==> src/rtl/lrc_pkg.sv <==
// Shared sizing helpers for the leading run counter.
// Assumes: all arguments are positive.
package lrc_pkg;

    // Width needed to hold values 0..n inclusive.
    function automatic int cnt_w(input int n);
        return (n < 1) ? 1 : $clog2(n + 1);
    endfunction

    // Number of groups of size g needed to cover n bits.
    function automatic int ceil_div(input int n, input int g);
        return (n + g - 1) / g;
    endfunction

endpackage

==> src/rtl/lrc_group_enc.sv <==
// Leading-zero encoder for one small group of bits.
// Produces the number of zeros above the highest set bit and a flag that
// marks an all-zero group. Assumes: GRP_W >= 1. When the group is all
// zeros, the count is don't-care and the merge stage ignores it.
module lrc_group_enc #(
    parameter int GRP_W = 8,
    localparam int GC_W = (GRP_W > 1) ? $clog2(GRP_W) : 1
) (
    input  logic [GRP_W-1:0] bits_in,
    output logic [GC_W-1:0]  lead_zeros,
    output logic             all_zero
);

    // Priority scan: the highest set bit wins because it is visited last.
    always_comb begin
        lead_zeros = '0;
        for (int i = 0; i < GRP_W; i++) begin
            if (bits_in[i]) lead_zeros = GC_W'(GRP_W - 1 - i);
        end
    end

    // Group empty flag.
    always_comb all_zero = ~|bits_in;

endmodule

==> src/rtl/lrc_scan.sv <==
// Full-width leading-zero counter built from group encoders.
// Pads the word at the low end up to a whole number of groups, then picks the
// highest non-empty group. The result is clamped to DATA_W so that an all-zero
// word reports exactly DATA_W. Assumes: DATA_W >= 1, GRP_W >= 1.
module lrc_scan #(
    parameter int DATA_W = 40,
    parameter int GRP_W  = 8,
    localparam int CNT_W  = lrc_pkg::cnt_w(DATA_W),
    localparam int NGRP   = lrc_pkg::ceil_div(DATA_W, GRP_W),
    localparam int PAD_W  = NGRP * GRP_W,
    localparam int PCNT_W = lrc_pkg::cnt_w(PAD_W),
    localparam int GC_W   = (GRP_W > 1) ? $clog2(GRP_W) : 1
) (
    input  logic [DATA_W-1:0] word_in,
    output logic [CNT_W-1:0]  zeros_out
);

    logic [PAD_W-1:0]  padded;
    logic [GC_W-1:0]   grp_cnt  [NGRP];
    logic [NGRP-1:0]   grp_zero;
    logic [PCNT_W-1:0] raw_cnt;

    // Left-align the word; filler zeros sit below bit 0.
    generate
        if (PAD_W > DATA_W) begin : g_pad
            always_comb padded = {word_in, {(PAD_W - DATA_W){1'b0}}};
        end else begin : g_nopad
            always_comb padded = word_in;
        end
    endgenerate

    // One encoder per group.
    generate
        for (genvar g = 0; g < NGRP; g++) begin : g_grp
            lrc_group_enc #(.GRP_W(GRP_W)) u_enc (
                .bits_in    (padded[g*GRP_W +: GRP_W]),
                .lead_zeros (grp_cnt[g]),
                .all_zero   (grp_zero[g])
            );
        end
    endgenerate

    // Merge: the highest non-empty group sets the count.
    always_comb begin
        raw_cnt = PCNT_W'(PAD_W);
        for (int g = 0; g < NGRP; g++) begin
            if (!grp_zero[g])
                raw_cnt = PCNT_W'((NGRP - 1 - g) * GRP_W) + PCNT_W'(grp_cnt[g]);
        end
    end

    // Clamp padding overshoot back to the true width.
    always_comb begin
        if (raw_cnt > PCNT_W'(DATA_W)) zeros_out = CNT_W'(DATA_W);
        else                           zeros_out = raw_cnt[CNT_W-1:0];
    end

endmodule

==> src/rtl/lead_run_count.sv <==
// Leading zero and leading sign counter for an accumulator word.
// lz_count: zeros above the highest one, 0..DATA_W.
// ls_count: run of bits equal to the MSB with the MSB counted, 1..DATA_W.
// The sign count reuses the zero counter on the word XORed with its MSB.
// With OUT_REG = 1, both results are registered and reset synchronously
// (active low) to DATA_W. With OUT_REG = 0, clk and rst_n are unused.
module lead_run_count #(
    parameter int DATA_W  = 40,
    parameter int GRP_W   = 8,
    parameter bit OUT_REG = 1'b1,
    localparam int CNT_W  = lrc_pkg::cnt_w(DATA_W)
) (
    input  logic              clk,
    input  logic              rst_n,
    input  logic [DATA_W-1:0] acc_in,
    output logic [CNT_W-1:0]  lz_count,
    output logic [CNT_W-1:0]  ls_count
);

    logic [DATA_W-1:0] sign_folded;
    logic [CNT_W-1:0]  lz_comb;
    logic [CNT_W-1:0]  ls_comb;

    // Turn the run of sign copies into a run of zeros.
    always_comb sign_folded = acc_in ^ {DATA_W{acc_in[DATA_W-1]}};

    lrc_scan #(.DATA_W(DATA_W), .GRP_W(GRP_W)) u_zero_scan (
        .word_in   (acc_in),
        .zeros_out (lz_comb)
    );

    lrc_scan #(.DATA_W(DATA_W), .GRP_W(GRP_W)) u_sign_scan (
        .word_in   (sign_folded),
        .zeros_out (ls_comb)
    );

    generate
        if (OUT_REG) begin : g_reg
            // Output register; reset value matches an all-zero word.
            always_ff @(posedge clk) begin
                if (!rst_n) begin
                    lz_count <= CNT_W'(DATA_W);
                    ls_count <= CNT_W'(DATA_W);
                end else begin
                    lz_count <= lz_comb;
                    ls_count <= ls_comb;
                end
            end
        end else begin : g_comb
            // Direct combinational outputs.
            always_comb begin
                lz_count = lz_comb;
                ls_count = ls_comb;
            end
        end
    endgenerate

endmodule

==> config.mk <==
export PLATFORM = sky130hd
export DESIGN_NAME = lead_run_count
export DESIGN_NICKNAME = d
export VERILOG_FILES = /design/src/rtl/lrc_pkg.sv /design/src/rtl/lrc_group_enc.sv /design/src/rtl/lrc_scan.sv /design/src/rtl/lead_run_count.sv
export SDC_FILE = /design/constraint.sdc
export NUM_CORES = 1
export LEC_CHECK = 0
export BUFFER_PORTS_ARGS = -buffer_cell sky130_fd_sc_hd__buf_2
export CAP_MARGIN = 30
export CORE_MARGIN = 2
export CORE_UTILIZATION = 54
export DETAILED_ROUTE_END_ITERATION = 10
export GPL_TIMING_DRIVEN = 0
export PLACE_DENSITY = 0.86
export SLEW_MARGIN = 30
export SYNTH_ARGS = -nofsm -noshare
export SYNTH_HDL_FRONTEND = slang
export SYNTH_HIERARCHICAL = 1
export SYNTH_SLANG_ARGS = --single-unit
==> constraint.sdc <==
create_clock -name clk -period 2.1 [get_ports clk]
set_input_delay 0.315 -clock clk [delete_from_list [all_inputs] [get_ports clk]]
set_output_delay 0.315 -clock clk [all_outputs]
set_load 0.005 [all_outputs]
# == Yosys cells after proc, flatten, opt, wreduce, memory -nomap -nowiden ==
# Cells that the tools add are included.
# totals
register_bits,12
latchBits,0
mem_bits_rw,0
romBits,0
input_bits,42
n_memories,0
# op_classes
n_addsub,8
n_mul,0
div,0
n_lt_le_gt_ge,2
n_eq_ne,0
n_shift,0
muxes,90
bitwise_logic,2
reduce_logical,12
# ops
operator,count
3-bit 2-to-1 mux,80
8-bit OR reduction,10
6-bit 2-to-1 mux,10
40-bit XOR,1
"5-bit by 3-bit adder with 6-bit output, first input constant",4
"6-bit by 3-bit adder with 6-bit output, first input constant",2
"6-bit > comparator, second input constant",2
"4-bit by 3-bit adder with 5-bit output, first input constant",2
2-bit OR reduction,2
1-bit inverter,1

# == Depth between registers and ports, before layout ==
# Gate-level depths: netlist of the first run.
# depth
word_depth,17
depth_mapped,11

# == Modules after synthesis ==
# Netlist of the first run, hierarchy kept.
# by_module_without_submodules
mod,instances,cells_per_inst,area_each_um2
lrc_group_enc,10,16,87.6
lead_run_count,1,70,721.9
lrc_scan,2,30,176.4

# == Least setup slack after synthesis of the first run ==
# OpenSTA, ideal clock, no wires.
# synth_timing
kind,input-to-reg
startpoint,input port acc_in[39]
endpoint,register ls_count[1]
t_arrival_ns,1.791
required_ns,1.985
slack_ns,0.194
stages,10
n_path_buf,3
cell_sequence,buf_4 > buf_8 > buf_12 > xor2_1 > nor2_1 > nand2_1 > nor2_1 > o21ai_0 > o22a_1 > and2_1
# synth_via
elab_cells_between_ends,57
classes_between,add/sub: 4; order compare: 1; mux: 45; bitwise: 1; reduce/logical: 6
# synth_rtl
item,line,source
start: declaration,lead_run_count.sv:15,"input logic [DATA_W-1:0] acc_in,"
40-bit XOR (*),lead_run_count.sv:25,always_comb sign_folded = acc_in ^ {DATA_W{acc_in[DATA_W-1]}};
named net sign_folded[31],lead_run_count.sv:20,logic [DATA_W-1:0] sign_folded;
3-bit 2-to-1 mux,lrc_group_enc.sv:18,if (bits_in[i]) lead_zeros = GC_W'(GRP_W - 1 - i);
4-bit by 3-bit adder with 5-bit output,lrc_scan.sv:48,raw_cnt = PCNT_W'((NGRP - 1 - g) * GRP_W) + PCNT_W'(grp_cnt[g]);
6-bit 2-to-1 mux (*) (2 in a row),lrc_scan.sv:47,if (!grp_zero[g])
6-bit > comparator,lrc_scan.sv:54,if (raw_cnt > PCNT_W'(DATA_W)) zeros_out = CNT_W'(DATA_W);
2-bit OR reduction (no source line),-,
end signal: assignment,lead_run_count.sv:43,ls_count <= CNT_W'(DATA_W);
end signal: assignment,lead_run_count.sv:46,ls_count <= ls_comb;
end: declaration,lead_run_count.sv:17,output logic [CNT_W-1:0] ls_count
# Mark *: on every way through the listed nets, which the timed path passes. The rest lies on a longest branch.
# A chain may end at the register's enable or synchronous reset.

# == Worst setup path after layout of the first run ==
# layout_timing
startpoint,input port acc_in[39]
endpoint,register ls_count[0]
# layout_via
elab_cells_between_ends,57
classes_between,add/sub: 4; order compare: 1; mux: 45; bitwise: 1; reduce/logical: 6
# layout_rtl
item,line
40-bit XOR (*),lead_run_count.sv:25
named net sign_folded[15],lead_run_count.sv:20
3-bit 2-to-1 mux,lrc_group_enc.sv:18
5-bit by 3-bit adder with 6-bit output,lrc_scan.sv:48
6-bit 2-to-1 mux (*) (4 in a row),lrc_scan.sv:47
6-bit > comparator,lrc_scan.sv:54
2-bit OR reduction (no source line),-
# Marks and branches as above.

==> run metrics, run 1 <==
status=finished, final reports clean; Initial Utilization=0.571; count of antenna-violating nets left after detailed routing=0; synthesized area per cell=6.73 sq um; top cells by area, synth=xor2_1 (18%), dfxtp_1 (12%), o41ai_2 (8.3%); max-cap violations=0; Post-synth ARST share=0; Worst Setup Start Kind=input port; Worst-path clk slew=0.08 ns; Syn Std Cell Area=1950 sq um; chip height=64.1 microns; CTS tree=built; Slew Limit Fails=0; Fmax=520 MHz; Layout fillers=308; synth cell count leaders=nor2_1 (42), xor2_1 (39), a21oi_1 (32); WP data required=2.32 ns; Leak=1.05 nW; H-tree depth=1; Post-synth EDFFs=0; fin cells=396; routability cong.=0.881; Critical Path End Type=flip-flop; Placement Setup Slack=-0.188 ns; Peak supply drop=0.000126 V; first-pass GRT wire length=7390 microns; CP bufs+invs=4; final worst path period need=1.92 ns; post-route cell area=2330 sq um; CTS buffer count=3; Setup violations, final=0; CP top delay family=buffers and inverters; total chip power=829 uW; die area=4110 sq um; P per Cell Area=356 nW/um^2; max incr delay on CP=0.32 ns; io pins=54; Root Buffer=clkbuf_4; first drt pass iteration count=4; Worst Slack Setup Final=0.178 ns; Crit Path Max Fanout=10; register area=240 sq um; Post-DP HPWL=3750 microns; launch point of the worst hold path=rst_n; CP max-delay cell=xor2_1; yosys warns=6; PortBufs=53; gr ovfl total=0; FF+latch count, synth=12; area of the multi-input gates=1530 sq um; register area share after synthesis=0.123; Via density=5.31; CP arrival=2.15 ns; crit-path cells=buf_2 -> buf_4 -> buf_4 -> xor2_1 -> nor2_1 -> nand2_1 -> nor2_1 -> buf_6 -> nand2b_1 -> a31oi_1 -> o22a_1 -> and2_1; Gate Count Post-Synth=290; period utilisation layout=0.915; routed vias=2101; Synth Flop Type=dfxtp_1; Synth area leader=xor2_1; Worst Setup SP=acc_in[39]; drt first-iter violations=73; row cnt=21; Sum Neg Setup Slack=0 ns; Synth top area share=0.175; Post-route DRC=0; Total Nets Final=393; Die Span X=64.1 microns; WL per Instance=11.3 microns; initial antenna violation count=0; Sink Count=12; Final Util=0.682; most common cell in the netlist=nor2_1; Cell Area, Placed=2280 sq um; largest net degree at the start of global routing=11; unrepaired setup endpoints after global routing=no; vias in the first global route=1858; Min Hold Slack=0.214 ns; Crit Path Category=input port to flip-flop; share of cells above drive strength 1=0.251; ant diodes=0; Yosys cell types=25; Hold Vio Cnt, Final=0; Placed Cells=392; DRT Wirelength=4490 microns; area grow syn2layout=19.5%; clk buf depth=2; Core ar.=3420 sq um; total track usage=0.222; worst hold path type=input port to flip-flop
report_power, final:
group | internal [mW] | switching, mW
Clock | 0.106 | 0.0822
Sequential | 0.238 | 0.00224
Combinational | 0.168 | 0.234
Total | 0.511 | 0.319
flip-flops by register name, indices dropped and copies added (netlist names):
register,cells
lz_count,6
ls_count,6
layout make-up:
type                            instances  area share
Buffer                                 10      0.0403
Clock buffer                            4      0.0156
Inverter                               28      0.0451
Multi-Input combinational cell        243       0.658
Sequential cell                        12       0.103
Tap cell                               46      0.0247
Timing Repair Buffer                   53       0.114
cells by family (layout without fill, tap and decap cells):
group | count (synthesis) | in the layout | share of synthesized area
compound gates | 90 | 90 | 0.319
xor+xnor | 39 | 39 | 0.175
buf+inv | 38 | 95 | 0.102
flops | 12 | 12 | 0.123
other cells | 1 | 4 | 0.00192
simple gates | 110 | 110 | 0.278
metal layers:
metal	vias up	routed length, microns	GRT usage	part of all wire
met5	-	0	0	0
met3	8	171	0.0282	0.038
met1	953	1980	0.258	0.44
li1	1095	-	-	-
met2	45	2250	0.411	0.50
met4	0	90	0.0798	0.020
what timing repair did:
| action | CTS | global route |
|---|---|---|
| setup endpoints to repair | 0 | 3 |
| resized for setup | 0 | 3 |
| setup buffers | 0 | 0 |
| hold buffers | 0 | 0 |
path summary, 6_finish.rpt:
check                           endpoint  slack, ns  depth (start not counted)
setup / recovery  ls_count[0]$_SDFF_PN0_       0.18                         12
hold / removal    ls_count[5]$_SDFF_PN1_       0.21                          2
placed cells by master (no fill, tap or decap), types with 6 or more instances in the layout:
master / Yosys / routed
nand2_1: 24 / 24
inv_1: 28 / 28
nand2b_1: 10 / 10
buf_2: 2 / 55
a21oi_1: 32 / 32
nor3b_1: 10 / 10
dfxtp_1: 12 / 12
a31oi_1: 6 / 6
o41ai_2: 10 / 10
o21ai_0: 8 / 8
o22a_1: 6 / 6
o21ai_1: 16 / 16
nand3b_1: 6 / 6
nor2_1: 42 / 40
and2_1: 8 / 8
nor2_2: 10 / 11
a21boi_1: 10 / 10
xor2_1: 39 / 39
No activity file was read; power rests on OpenSTA's default activity.
==> inputs of run 2 (changes only) <==
- BUFFER_PORTS_ARGS: -buffer_cell sky130_fd_sc_hd__buf_2 -> -buffer_cell sky130_fd_sc_hd__clkbuf_2
==> run metrics, run 2 (same netlist as run 1, synthesis figures left out) <==
Fmax=515 MHz (was 520 MHz); Total Nets Final=393 (unchanged); most common cell after layout, fill and taps aside=clkbuf_2 (was buf_2); met2 Use GR=0.404 (was 0.411); WL per Instance=11.5 microns (was 11.3 microns); total track usage=0.225 (was 0.222); Top Registers=ls_count: 6 flops, lz_count: 6 flops (unchanged); Leak=1.04 nW (was 1.05 nW); Post-CTS Hold Buffers=0 (unchanged); first drt pass iteration count=5 (was 4); Crit Path Max Fanout=10 (unchanged); H-tree depth=1 (unchanged); Min Hold Slack=0.239 ns (was 0.214 ns); Peak supply drop=0.000155 V (was 0.000126 V); DRT Wirelength=4560 microns (was 4490 microns); Setup violations, final=0 (unchanged); row cnt=21 (unchanged); gr ovfl total=0 (unchanged); status=finished, final reports clean (unchanged); register area=240 sq um (unchanged); Placement Setup Slack=-0.261 ns (was -0.188 ns); total chip power=779 uW (was 829 uW); drt first-iter violations=74 (was 73); CTS buffer count=3 (unchanged); Post-DP HPWL=3830 microns (was 3750 microns); Hold Vio Cnt, Final=0 (unchanged); routed vias=2114 (was 2101); worst hold path type=input port to flip-flop (unchanged); io pins=54 (unchanged); Root Buffer=clkbuf_4 (unchanged); clk buf depth=2 (unchanged); Worst Slack Setup Final=0.160 ns (was 0.178 ns); Via density=5.35 (was 5.31); Worst-path clk slew=0.07 ns (was 0.08 ns); post-CTS setup buffer count=0 (unchanged); count of antenna-violating nets left after detailed routing=0 (unchanged); Core ar.=3420 sq um (unchanged); Sink Count=12 (unchanged); Initial Utilization=0.571 (unchanged); Die Span X=64.1 microns (unchanged); CTS tree=built (unchanged); Slew Limit Fails=0 (unchanged); routability cong.=0.900 (was 0.881); post-route cell area=2340 sq um (was 2330 sq um); Layout fillers=289 (was 308); most frequent cells in the layout=clkbuf_2 (53), nor2_1 (39), xor2_1 (37), a21oi_1 (32), inv_1 (28) (was buf_2 (55), nor2_1 (40), xor2_1 (39), a21oi_1 (32), inv_1 (28)); first-pass GRT wire length=7620 microns (was 7390 microns); vias in the first global route=1885 (was 1858); die area=4110 sq um (unchanged); CP arrival=2.10 ns (was 2.15 ns); largest net degree at the start of global routing=11 (unchanged); chip height=64.1 microns (unchanged); PortBufs=53 (unchanged); Sum Neg Setup Slack=0 ns (unchanged); routing usage on met3=0.0194 (was 0.0282); final worst path period need=1.94 ns (was 1.92 ns); Critical Path End Type=flip-flop (unchanged); WP data required=2.26 ns (was 2.32 ns); period utilisation layout=0.924 (was 0.915); ant diodes=0 (unchanged); Most Crowded Layer GR=met2 (unchanged); Final Util=0.685 (was 0.682); share of cells above drive strength 1=0.261 (was 0.251); fin cells=395 (was 396); area of the multi-input gates=1560 sq um (was 1530 sq um); initial antenna violation count=0 (unchanged); met1 Track Usage GR=0.269 (was 0.258); area grow syn2layout=20.0% (was 19.5%); Placed Cells=392 (unchanged); P per Cell Area=333 nW/um^2 (was 356 nW/um^2); Post-route DRC=0 (unchanged); Worst Setup Start Kind=input port (unchanged); max-cap violations=0 (unchanged); Cell Area, Placed=2280 sq um (unchanged); Crit Path Category=input port to flip-flop (unchanged)
[run 2: cell types whose count changed in the layout (fill, tap and decap cells not counted), sizes merged]
| cell | previous run | this run |
|---|---|---|
| buf | 62 | 9 |
| clkbuf | 5 | 57 |
[run 2: final cells by class]
| type | instances | area share |
|---|---|---|
| Buffer | 10 | 0.0401 |
| Clock buffer | 3 | 0.00962 |
| Inverter | 28 | 0.0449 |
| Multi-Input combinational cell | 243 | 0.665 |
| Sequential cell | 12 | 0.103 |
| Tap cell | 46 | 0.0246 |
| Timing Repair Buffer | 53 | 0.113 |
[run 2: worst paths after layout]
check / from / endpoint / slack, ns / cells past startpoint
worst max-delay path: acc_in[39] / ls_count[0]$_SDFF_PN0_ / 0.16 / 12
worst min-delay path: rst_n / ls_count[5]$_SDFF_PN1_ / 0.24 / 2
[run 2: repair_timing]
action | 4_1_cts | 5_1_grt
hold endpoints to repair | 0 | 0
endpoints found under the setup margin | 1 | 3
gates cloned | 0 | 0
resized for setup | 1 | 6
[run 2: metal layers]
layer	vias up	routed length (microns)
li1	1092	-
met1	945	1990
met2	61	2210
met3	16	204
met4	0	150
met5	-	0
[run 2: power by group]
group / internal [mW] / switching, mW
combinational: 0.168 / 0.238
sequential: 0.238 / 0.00249
clock: 0.0660 / 0.0668
[run 2: critical path: stages]
cell and delay (ns):
clkbuf_2 0.13, buf_4 0.14, buf_4 0.21, xor2_1 0.29
nor2_1 0.10, nand2_1 0.10, nor2_1 0.05, buf_2 0.16
o21ai_1 0.22, a31oi_2 0.07, o22a_1 0.18, and2_1 0.12
